===== src/rtl/porseq_pkg.sv =====
package porseq_pkg;
    localparam int BOOT_W = 3;

    typedef enum logic [2:0] {
        RESET_HELD  = 3'd0,
        OSC_SETTLE  = 3'd1,
        PROPAGATE   = 3'd2,
        BOOT_SAMPLE = 3'd3,
        RUN         = 3'd4
    } seq_state_e;

    typedef struct packed {
        seq_state_e          state;
        logic                pmux;
        logic                smux;
        logic                clkmode;
        logic [BOOT_W-1:0]   boot;
        logic                run_n;
    } seq_regs_t;
endpackage


===== src/rtl/porseq_rst_sync.sv =====
module porseq_rst_sync #(
    parameter int STAGES = 2
) (
    input  logic clk,
    input  logic pin_n,
    output logic sync_n
);
    logic [STAGES-1:0] chain_d, chain_q;

    always_comb begin
        chain_d = {chain_q[STAGES-2:0], 1'b1};
    end

    always_ff @(posedge clk or negedge pin_n) begin
        if (!pin_n) chain_q <= '0;
        else        chain_q <= chain_d;
    end

    assign sync_n = chain_q[STAGES-1];
endmodule


===== src/rtl/porseq_delay_cnt.sv =====
module porseq_delay_cnt #(
    parameter int W = 16
) (
    input  logic         clk,
    input  logic         rst_n,
    input  logic         clr,
    input  logic         inc,
    output logic [W-1:0] cnt
);
    logic [W-1:0] cnt_d, cnt_q;

    always_comb begin
        cnt_d = cnt_q;
        if (clr)      cnt_d = '0;
        else if (inc) cnt_d = cnt_q + 1'b1;
    end

    always_ff @(posedge clk or negedge rst_n) begin
        if (!rst_n) cnt_q <= '0;
        else        cnt_q <= cnt_d;
    end

    assign cnt = cnt_q;
endmodule


===== src/rtl/por_strap_sequencer.sv =====
module por_strap_sequencer
    import porseq_pkg::*;
#(
    parameter int OSC_CYCLES  = 41032,
    parameter int PROP_CYCLES = 70,
    parameter int SYNC_STAGES = 2
) (
    input  logic              clk_ref,
    input  logic              rst_pin_n,
    input  logic              strap_pmux,
    input  logic              strap_smux,
    input  logic              strap_clksel,
    input  logic [BOOT_W-1:0] boot_pins,
    output logic              mode_pmux_o,
    output logic              mode_smux_o,
    output logic              clk_mode_o,
    output logic [BOOT_W-1:0] boot_mode_o,
    output logic              bypass_o,
    output logic              core_rst_n
);
    localparam int OSC_W  = $clog2(OSC_CYCLES + 1);
    localparam int PROP_W = $clog2(PROP_CYCLES + 1);
    localparam int MAX_W  = (OSC_W > PROP_W) ? OSC_W : PROP_W;
    localparam int CNT_W  = (MAX_W > 16) ? MAX_W : 16;
    localparam logic [CNT_W-1:0] OSC_LAST  = CNT_W'(OSC_CYCLES - 1);
    localparam logic [CNT_W-1:0] PROP_LAST = CNT_W'(PROP_CYCLES - 1);

    logic             rst_sync_n;
    logic             cnt_clr, cnt_inc;
    logic [CNT_W-1:0] cnt;
    seq_regs_t        r_d, r_q;

    porseq_rst_sync #(.STAGES(SYNC_STAGES)) u_sync (
        .clk    (clk_ref),
        .pin_n  (rst_pin_n),
        .sync_n (rst_sync_n)
    );

    porseq_delay_cnt #(.W(CNT_W)) u_cnt (
        .clk   (clk_ref),
        .rst_n (rst_sync_n),
        .clr   (cnt_clr),
        .inc   (cnt_inc),
        .cnt   (cnt)
    );

    always_comb begin
        r_d     = r_q;
        cnt_clr = 1'b0;
        cnt_inc = 1'b0;
        unique case (r_q.state)
            RESET_HELD: begin
                r_d.pmux    = strap_pmux;
                r_d.smux    = strap_smux;
                r_d.clkmode = strap_clksel;
                r_d.state   = strap_clksel ? PROPAGATE : OSC_SETTLE;
                cnt_clr     = 1'b1;
            end
            OSC_SETTLE: begin
                if (cnt == OSC_LAST) begin
                    r_d.state = PROPAGATE;
                    cnt_clr   = 1'b1;
                end else begin
                    cnt_inc = 1'b1;
                end
            end
            PROPAGATE: begin
                if (cnt == PROP_LAST) begin
                    r_d.state = BOOT_SAMPLE;
                    cnt_clr   = 1'b1;
                end else begin
                    cnt_inc = 1'b1;
                end
            end
            BOOT_SAMPLE: begin
                r_d.boot  = boot_pins;
                r_d.run_n = 1'b1;
                r_d.state = RUN;
            end
            RUN: begin
                r_d = r_q;
            end
            default: begin
                r_d.state = RESET_HELD;
            end
        endcase
    end

    always_ff @(posedge clk_ref or negedge rst_sync_n) begin
        if (!rst_sync_n) begin
            r_q.state   <= RESET_HELD;
            r_q.pmux    <= 1'b0;
            r_q.smux    <= 1'b0;
            r_q.clkmode <= 1'b0;
            r_q.boot    <= '0;
            r_q.run_n   <= 1'b0;
        end else begin
            r_q <= r_d;
        end
    end

    assign mode_pmux_o = r_q.pmux;
    assign mode_smux_o = r_q.smux;
    assign clk_mode_o  = r_q.clkmode;
    assign boot_mode_o = r_q.boot;
    assign core_rst_n  = r_q.run_n;
    assign bypass_o    = (r_q.state == RESET_HELD);
endmodule


===== config.mk =====
export PLATFORM = sky130hd
export DESIGN_NAME = por_strap_sequencer
export DESIGN_NICKNAME = d
export VERILOG_FILES = /design/src/rtl/porseq_pkg.sv /design/src/rtl/porseq_rst_sync.sv /design/src/rtl/porseq_delay_cnt.sv /design/src/rtl/por_strap_sequencer.sv
export SDC_FILE = /design/constraint.sdc
export NUM_CORES = 1
export LEC_CHECK = 0
export BUFFER_PORTS_ARGS = -buffer_cell sky130_fd_sc_hd__buf_2
export CORE_ASPECT_RATIO = 1.2
export CORE_MARGIN = 3
export CORE_UTILIZATION = 51
export CTS_BUF_LIST = sky130_fd_sc_hd__clkbuf_4 sky130_fd_sc_hd__clkbuf_8 sky130_fd_sc_hd__clkbuf_16
export DETAILED_ROUTE_END_ITERATION = 7
export PLACE_DENSITY = 0.74
export SLEW_MARGIN = 30
export SYNTH_ARGS = -nofsm -noshare
export SYNTH_HDL_FRONTEND = slang
export SYNTH_SLANG_ARGS = --single-unit

===== constraint.sdc =====
create_clock -name clk_ref -period 0.9 [get_ports clk_ref]
set_input_delay 0.09 -clock clk_ref [delete_from_list [all_inputs] [get_ports clk_ref]]
set_output_delay 0.09 -clock clk_ref [all_outputs]
set_load 0.03 [all_outputs]

== Word-level counts from Yosys, hierarchy flattened ==
Index checks and enable logic that the tools add are counted.

* Bits in registers: 28
* Bits of input ports: 8
* Output and inout port bits: 8
* Logic and storage cells: 33

* $add $sub $neg: 1
* Eq/ne operators: 8
* Multiplexer cells: 12
* Bitwise logic cells: 1
* Reduce and logical (&&, ||, !) cells: 3

{| class="wikitable"
|+ Operators by type and width
! cell !! number
|-
| two-way mux 16 bit || 2
|-
| adder 16 x 1 -> 16 bit, second input constant || 1
|-
| equality test 16 bit, second input constant || 1
|-
| equality test 16 x 7 -> 1 bit, second input constant || 1
|-
| one-hot mux 3 bit (5 select lines) || 1
|-
| equality test 3 x 2 -> 1 bit, second input constant || 2
|-
| two-way mux 3 bit || 2
|-
| two-way mux 1 bit || 4
|-
| inequality test 2 bit, second input constant || 2
|-
| equality test 3 x 1 -> 1 bit, second input constant || 1
|-
| equality test 3 bit, second input constant || 1
|-
| logical NOT 3 bit || 1
|-
| one-hot mux 1 bit (3 select lines) || 1
|-
| AND reduction 3 bit || 1
|-
| two-way mux 2 bit || 1
|-
| one-hot mux 1 bit (2 select lines) || 1
|-
| nonzero test 2 bit || 1
|-
| inverter 1 bit || 1
|}

== Depth between registers and ports, before layout ==
* Depth after elaboration: 5
* Mapped depth: 8
* Depth with buffers taken out: 7

== Cells and area by module ==
From an unflattened synthesis, not the netlist that was laid out.

* Cell total of the unflattened synthesis: 132
* Area total of the unflattened synthesis: 1487.7 um2

{| class="wikitable"
|+ Modules (own cells, without submodules)
! module !! instances !! cells each !! area an instance (um2) !! sequential area each (um2)
|-
| porseq_delay_cnt || 1 || 82 || 872.1 || 400.4
|-
| por_strap_sequencer || 1 || 47 || 561.8 || 250.2
|-
| porseq_rst_sync || 1 || 3 || 53.8 || 50.0
|}

== Least setup slack after synthesis ==
OpenSTA, ideal clock, no wires.

* Path type: register -> register
* Start: register u_cnt.cnt_q[3] (netlist: u_cnt.cnt[3])
* End: register u_cnt.cnt_q[10] (netlist: u_cnt.cnt[10])
* Library setup time: 111 ps
* Data arrival time: 2116 ps
* Data required time: 789 ps
* Setup slack: -1327 ps
* Cell stages (with the launch flop): 6
* Path buffers: 1
* Clock period less this slack: 2227 ps
* Cell sequence: dfrtp_1 > buf_6 > or4_4 > or4_4 > a21o_1 > a2111oi_2

* Word-level cells in the longest chain between the ends: 4
* Elaborated cells between the ends (all ways): 12
* Those cells by class: 1 x add/sub; 2 x eq/ne; 8 x mux; 1 x reduce/logical

{| class="wikitable"
|+ Ends and longest elaborated chain
! what !! RTL line !! text
|-
| from (decl) || porseq_delay_cnt.sv:10 || <nowiki>logic [W-1:0] cnt_d, cnt_q;</nowiki>
|-
| from (signal assigned) || porseq_delay_cnt.sv:20 || <nowiki>else cnt_q <= cnt_d;</nowiki>
|-
| parallel branches: the longest is 4 deep, another holds adder 16 x 1 -> 16 bit || n/a ||
|}

Parallel ways; which one is timed is not known. The select of a mux whose other input is x is not followed.
A chain may end at the register's enable or synchronous reset.

== Worst setup path after layout ==
* Start: register u_cnt.cnt_q[14] (netlist: u_cnt.cnt[14])
* End: register u_cnt.cnt_q[15] (netlist: u_cnt.cnt[15])

Same word-level chain as after synthesis.

==> run summary <==
The run finished, with violations left. The checks that failed: negative setup slack. The largest driver fanout on the critical path is 8. The initial DRC count came out at 146.

The number of detailed-route iterations in the first pass came out at 5. The standard-cell row count came out at 20. The area added between synthesis and finish is 56.1%. The path type of the worst min-delay path is in -> async. The final count of hold timing violations came to 0.

The count of port buffers added during placement is 15. The maximum vdd ir drop came out at 0.832 mV. Of the synthesized area, sequential elements account for 47.2%. Setup repair after global routing could not meet its margin everywhere. In this run the clock root is driven by a sky130_fd_sc_hd__clkbuf_4. The die boundary height is 65.1 um. The cell that appears most often on the critical path is sky130_fd_sc_hd__buf_4. After synthesis the netlist holds a flip-flop and latch count of 28.

The mean instance size in the synthesized netlist came out at 10.4 sq um. The final clock period utilization by the worst path came out at 254%. The clock slew seen by the registers of the worst setup and hold paths came out at 160 ps. The core outline area is 2650 sq um. The final-report setup violation count came out at 34. The endpoint identified for the worst register-to-register timing path is u_cnt.cnt[15]. The number of antenna violations at the first check in global routing was 0.

Dividing the detail-routed wire length by the instance count gives 22.8 um. The combined global-route utilization of all metal layers is 27.3%. Counting the fill cells in the layout gives 117.

The fraction of final layout cells with drive strength greater than 1 came out at 49.1%. On the final layout, the worst hold slack is 18.2 ps. Using the TritonRoute via totals, the vias-per-cell ratio works out to 6.65. The number of antenna diodes in the final layout is 0.

The detail route stage leaves a number of antenna-violating nets equal to 0. The final number of max-transition violations came out at 0. The slowest stage of the critical path is the sky130_fd_sc_hd__or4_4 cell. The clock reaches the later pin of the worst-skew pair after 360 ps. TritonCTS built the clock tree. In this run, distinct cell masters in the synthesized netlist total 43. From left edge to right edge, the die measures 55.2 um. In the synthesized netlist the async set-or-reset flop fraction comes to 100%. The final worst-path setup slack is -1380 ps. After legalization and detailed placement, the total HPWL measured 2750 um. The number of global-route vias before repair came out at 1579. The count of placed standard cells in the final layout, fillers left out is 249. Clock tree synthesis inserted a total of 3 buffers. The signal on the critical path passes through or4_4, buf_4, buf_4, nor4_4, a22oi_2, nor2_2, buf_6, clkbuf_16, a21oi_1. The count of max-cap constraint violations is 0. The delay contributed by the slowest stage of the critical path came out at 580 ps.

The total instance count after detailed placement is 226. Summing every instance area after synthesis gives 1480 sq um. The level count of the clock H-tree is 1. For this run, the leading register cell type out of synthesis is sky130_fd_sc_hd__dfrtp_1. The complex-gate fraction of the synthesized area came out at 13.8%. The clock passes through at most 2 buffers.

The sink count of the clock tree is 28. The synthesized instance count is 143. On the final layout, the worst clock skew is 8.29 ps. The worst setup path is captured at a flip-flop.

The first-pass GRT wire length came out at 7520 um. The routed wire length is 5670 um. The kind of cell with the highest combined delay along the critical path is simple AND/OR/NAND/NOR gates. The arithmetic-cell share of the synthesized area counting full adders, half adders and majority gates is 1.69%. The synthesized net count came out at 153.

The cell leakage power is 0.00104 uW. Of the total synthesized cell area, the portion taken by XOR and XNOR cells is 3.54%. After detailed routing, the number of remaining DRC violations is 0. STA classifies the critical path startpoint as a flip-flop. Counting both buffers and inverters, the worst setup path holds a total of 4. The register-to-register path setup slack is -1380 ps. The simple-gate portion of the synthesized area is 23.0%. By startpoint and endpoint, the worst setup path is classified as reg -> reg. Subtracting the final worst setup slack from the clock period gives 2280 ps. The startpoint of the worst register-to-register path is u_cnt.cnt[14]. The number of synthesized flops with an enable pin is 0. The portion of netlist area occupied by mux cells came out at 5.90%. The cell area power density is 848 nW/um^2. Routability-driven placement finished with a final weighted congestion of 0.984. The Yosys warning count came out at 0.

The number of top-level design ports is 16. The area enclosed by the die boundary came out at 3600 sq um. Summing over every cut layer, the via total after detailed routing is 1655. Entering global routing, the biggest net connects 27 pins. The cell depth of the worst flop-to-flop path is 9. At the end of the flow, the number of nets in the layout was 228. The worst path required time is 1150 ps. Data arrives at the worst endpoint at 2540 ps. The overflow left after global routing is 0.

The achievable clock frequency came out at 438 MHz. The core occupancy in the finished layout came out at 87.3%. The initial standard-cell utilization of the core came out at 55.9%. By area, the combinational part of the netlist is dominated by simple AND/OR/NAND/NOR gates.
layer usage:
metal  vias to the layer above  global-route usage (%)  routed length (um)
li1                        677                       -                   -
met2                       141                    47.5                2760
met3                        51                    7.27                 495
met1                       786                    29.1                1960
met4                         0                    17.6                 453
met5                         -                       0                   0
flip-flops by register name (all words and copies together) (netlist names):
signal          count
u_cnt.cnt          16
boot_mode_o         3
r_q                 3
u_sync.chain_q      2
clk_mode_o          1
core_rst_n          1
mode_pmux_o         1
mode_smux_o         1
how the worst max path moves through the flow:
stage                               end          start  slack, ps  cells past startpoint
after floorplan           u_cnt.cnt[10]   u_cnt.cnt[1]      -1240                      6
after global placement     u_cnt.cnt[0]   u_cnt.cnt[1]      -1240                      7
after detailed placement   u_cnt.cnt[0]   u_cnt.cnt[1]      -1350                      7
after CTS                  u_cnt.cnt[0]   u_cnt.cnt[9]      -1270                      5
after global routing      u_cnt.cnt[15]  u_cnt.cnt[14]      -1440                      8
final                     u_cnt.cnt[15]  u_cnt.cnt[14]      -1380                      9
cell type report:
class | instances | area, sq um | area share (%)
Clock buffer | 3 | 22.5 | 0.972
Inverter | 4 | 20.0 | 0.864
Multi-Input combinational cell | 103 | 840 | 36.3
Sequential cell | 28 | 701 | 30.3
Tap cell | 33 | 41.3 | 1.78
Timing Repair Buffer | 78 | 692 | 29.9
timing repair:
action / 4_1_cts / 5_1_grt
hold buffers: 7 / 0
pin swaps: 7 / 11
hold endpoints to repair: 8 / 0
setup endpoints to repair: 34 / 34
resized for setup: 27 / 16
gates cloned: 0 / 1
setup buffers: 5 / 10
placed cells by master (no fill, tap or decap), types with 3 or more instances in the layout:
cell | synthesis | layout
sky130_fd_sc_hd__o21ai_1 | 3 | 3
sky130_fd_sc_hd__dlygate4sd3_1 | 0 | 7
sky130_fd_sc_hd__mux2_2 | 6 | 3
sky130_fd_sc_hd__mux2_4 | 0 | 3
sky130_fd_sc_hd__nand3_1 | 7 | 7
sky130_fd_sc_hd__o21ai_0 | 3 | 3
sky130_fd_sc_hd__buf_6 | 1 | 17
sky130_fd_sc_hd__buf_4 | 4 | 44
sky130_fd_sc_hd__nor3_1 | 4 | 3
sky130_fd_sc_hd__and4_1 | 5 | 5
sky130_fd_sc_hd__a21oi_2 | 1 | 3
sky130_fd_sc_hd__or4_4 | 2 | 3
sky130_fd_sc_hd__a21oi_1 | 9 | 7
sky130_fd_sc_hd__buf_2 | 0 | 7
sky130_fd_sc_hd__xnor2_1 | 4 | 4
sky130_fd_sc_hd__clkbuf_4 | 0 | 3
sky130_fd_sc_hd__dfrtp_1 | 28 | 28
sky130_fd_sc_hd__nor2_1 | 11 | 10
sky130_fd_sc_hd__or3_1 | 8 | 7
sky130_fd_sc_hd__nand2_1 | 6 | 5
report_power, final:
part	internal (uW)	total (uW)	switching, uW
Clock	159	569	410
Sequential	1270	1280	8.33
Combinational	60.0	116	55.6
Total	1490	1960	474
cells in the mapped netlist, types with 2 or more instances:
cell / number / area [sq um]
sky130_fd_sc_hd__mux2_2: 6 / 67.6
sky130_fd_sc_hd__nor2_1: 11 / 41.3
sky130_fd_sc_hd__o21ai_1: 3 / 15.0
sky130_fd_sc_hd__ha_1: 2 / 25.0
sky130_fd_sc_hd__nand3_1: 7 / 35.0
sky130_fd_sc_hd__a21o_1: 2 / 15.0
sky130_fd_sc_hd__o22ai_1: 2 / 12.5
sky130_fd_sc_hd__nor4_1: 2 / 12.5
sky130_fd_sc_hd__or3_1: 8 / 50.1
sky130_fd_sc_hd__or4_4: 2 / 22.5
sky130_fd_sc_hd__nand2_1: 6 / 22.5
sky130_fd_sc_hd__xor2_1: 2 / 17.5
sky130_fd_sc_hd__dfrtp_1: 28 / 701
sky130_fd_sc_hd__and4_1: 5 / 43.8
sky130_fd_sc_hd__xnor2_1: 4 / 35.0
sky130_fd_sc_hd__clkbuf_1: 3 / 11.3
sky130_fd_sc_hd__a21oi_1: 9 / 45.0
sky130_fd_sc_hd__inv_1: 4 / 15.0
sky130_fd_sc_hd__nor3b_1: 2 / 15.0
sky130_fd_sc_hd__nand4_1: 2 / 12.5
sky130_fd_sc_hd__buf_4: 4 / 30.0
sky130_fd_sc_hd__o21ai_0: 3 / 15.0
sky130_fd_sc_hd__a31oi_1: 2 / 12.5
sky130_fd_sc_hd__mux2i_1: 2 / 20.0
sky130_fd_sc_hd__nor3_1: 4 / 20.0
kinds of logic after synthesis:
| kind of cell | count (synthesis) |
|---|---|
| AOI/OAI and AO/OA | 29 |
| xor gates and xnor gates | 6 |
| other | 1 |
| muxes | 8 |
| DFF | 28 |
| adders and majority gates | 2 |
| buffers and inverters | 12 |
| and+or+nand+nor | 57 |
metrics by stage:
stage	setup WS [ps]	setup TNS [ps]	power, uW	cell area [sq um]
finish	-1380	-29750	1960	2320
detailed placement	-1350	-25630	1380	1930
global placement	-1240	-24350	1370	1930
global route	-1440	-31060	2020	2320
CTS	-1270	-26670	1920	2140
floorplan	-1240	-24530	1340	1540
Note: power is estimated with default switching activity, not from simulation.
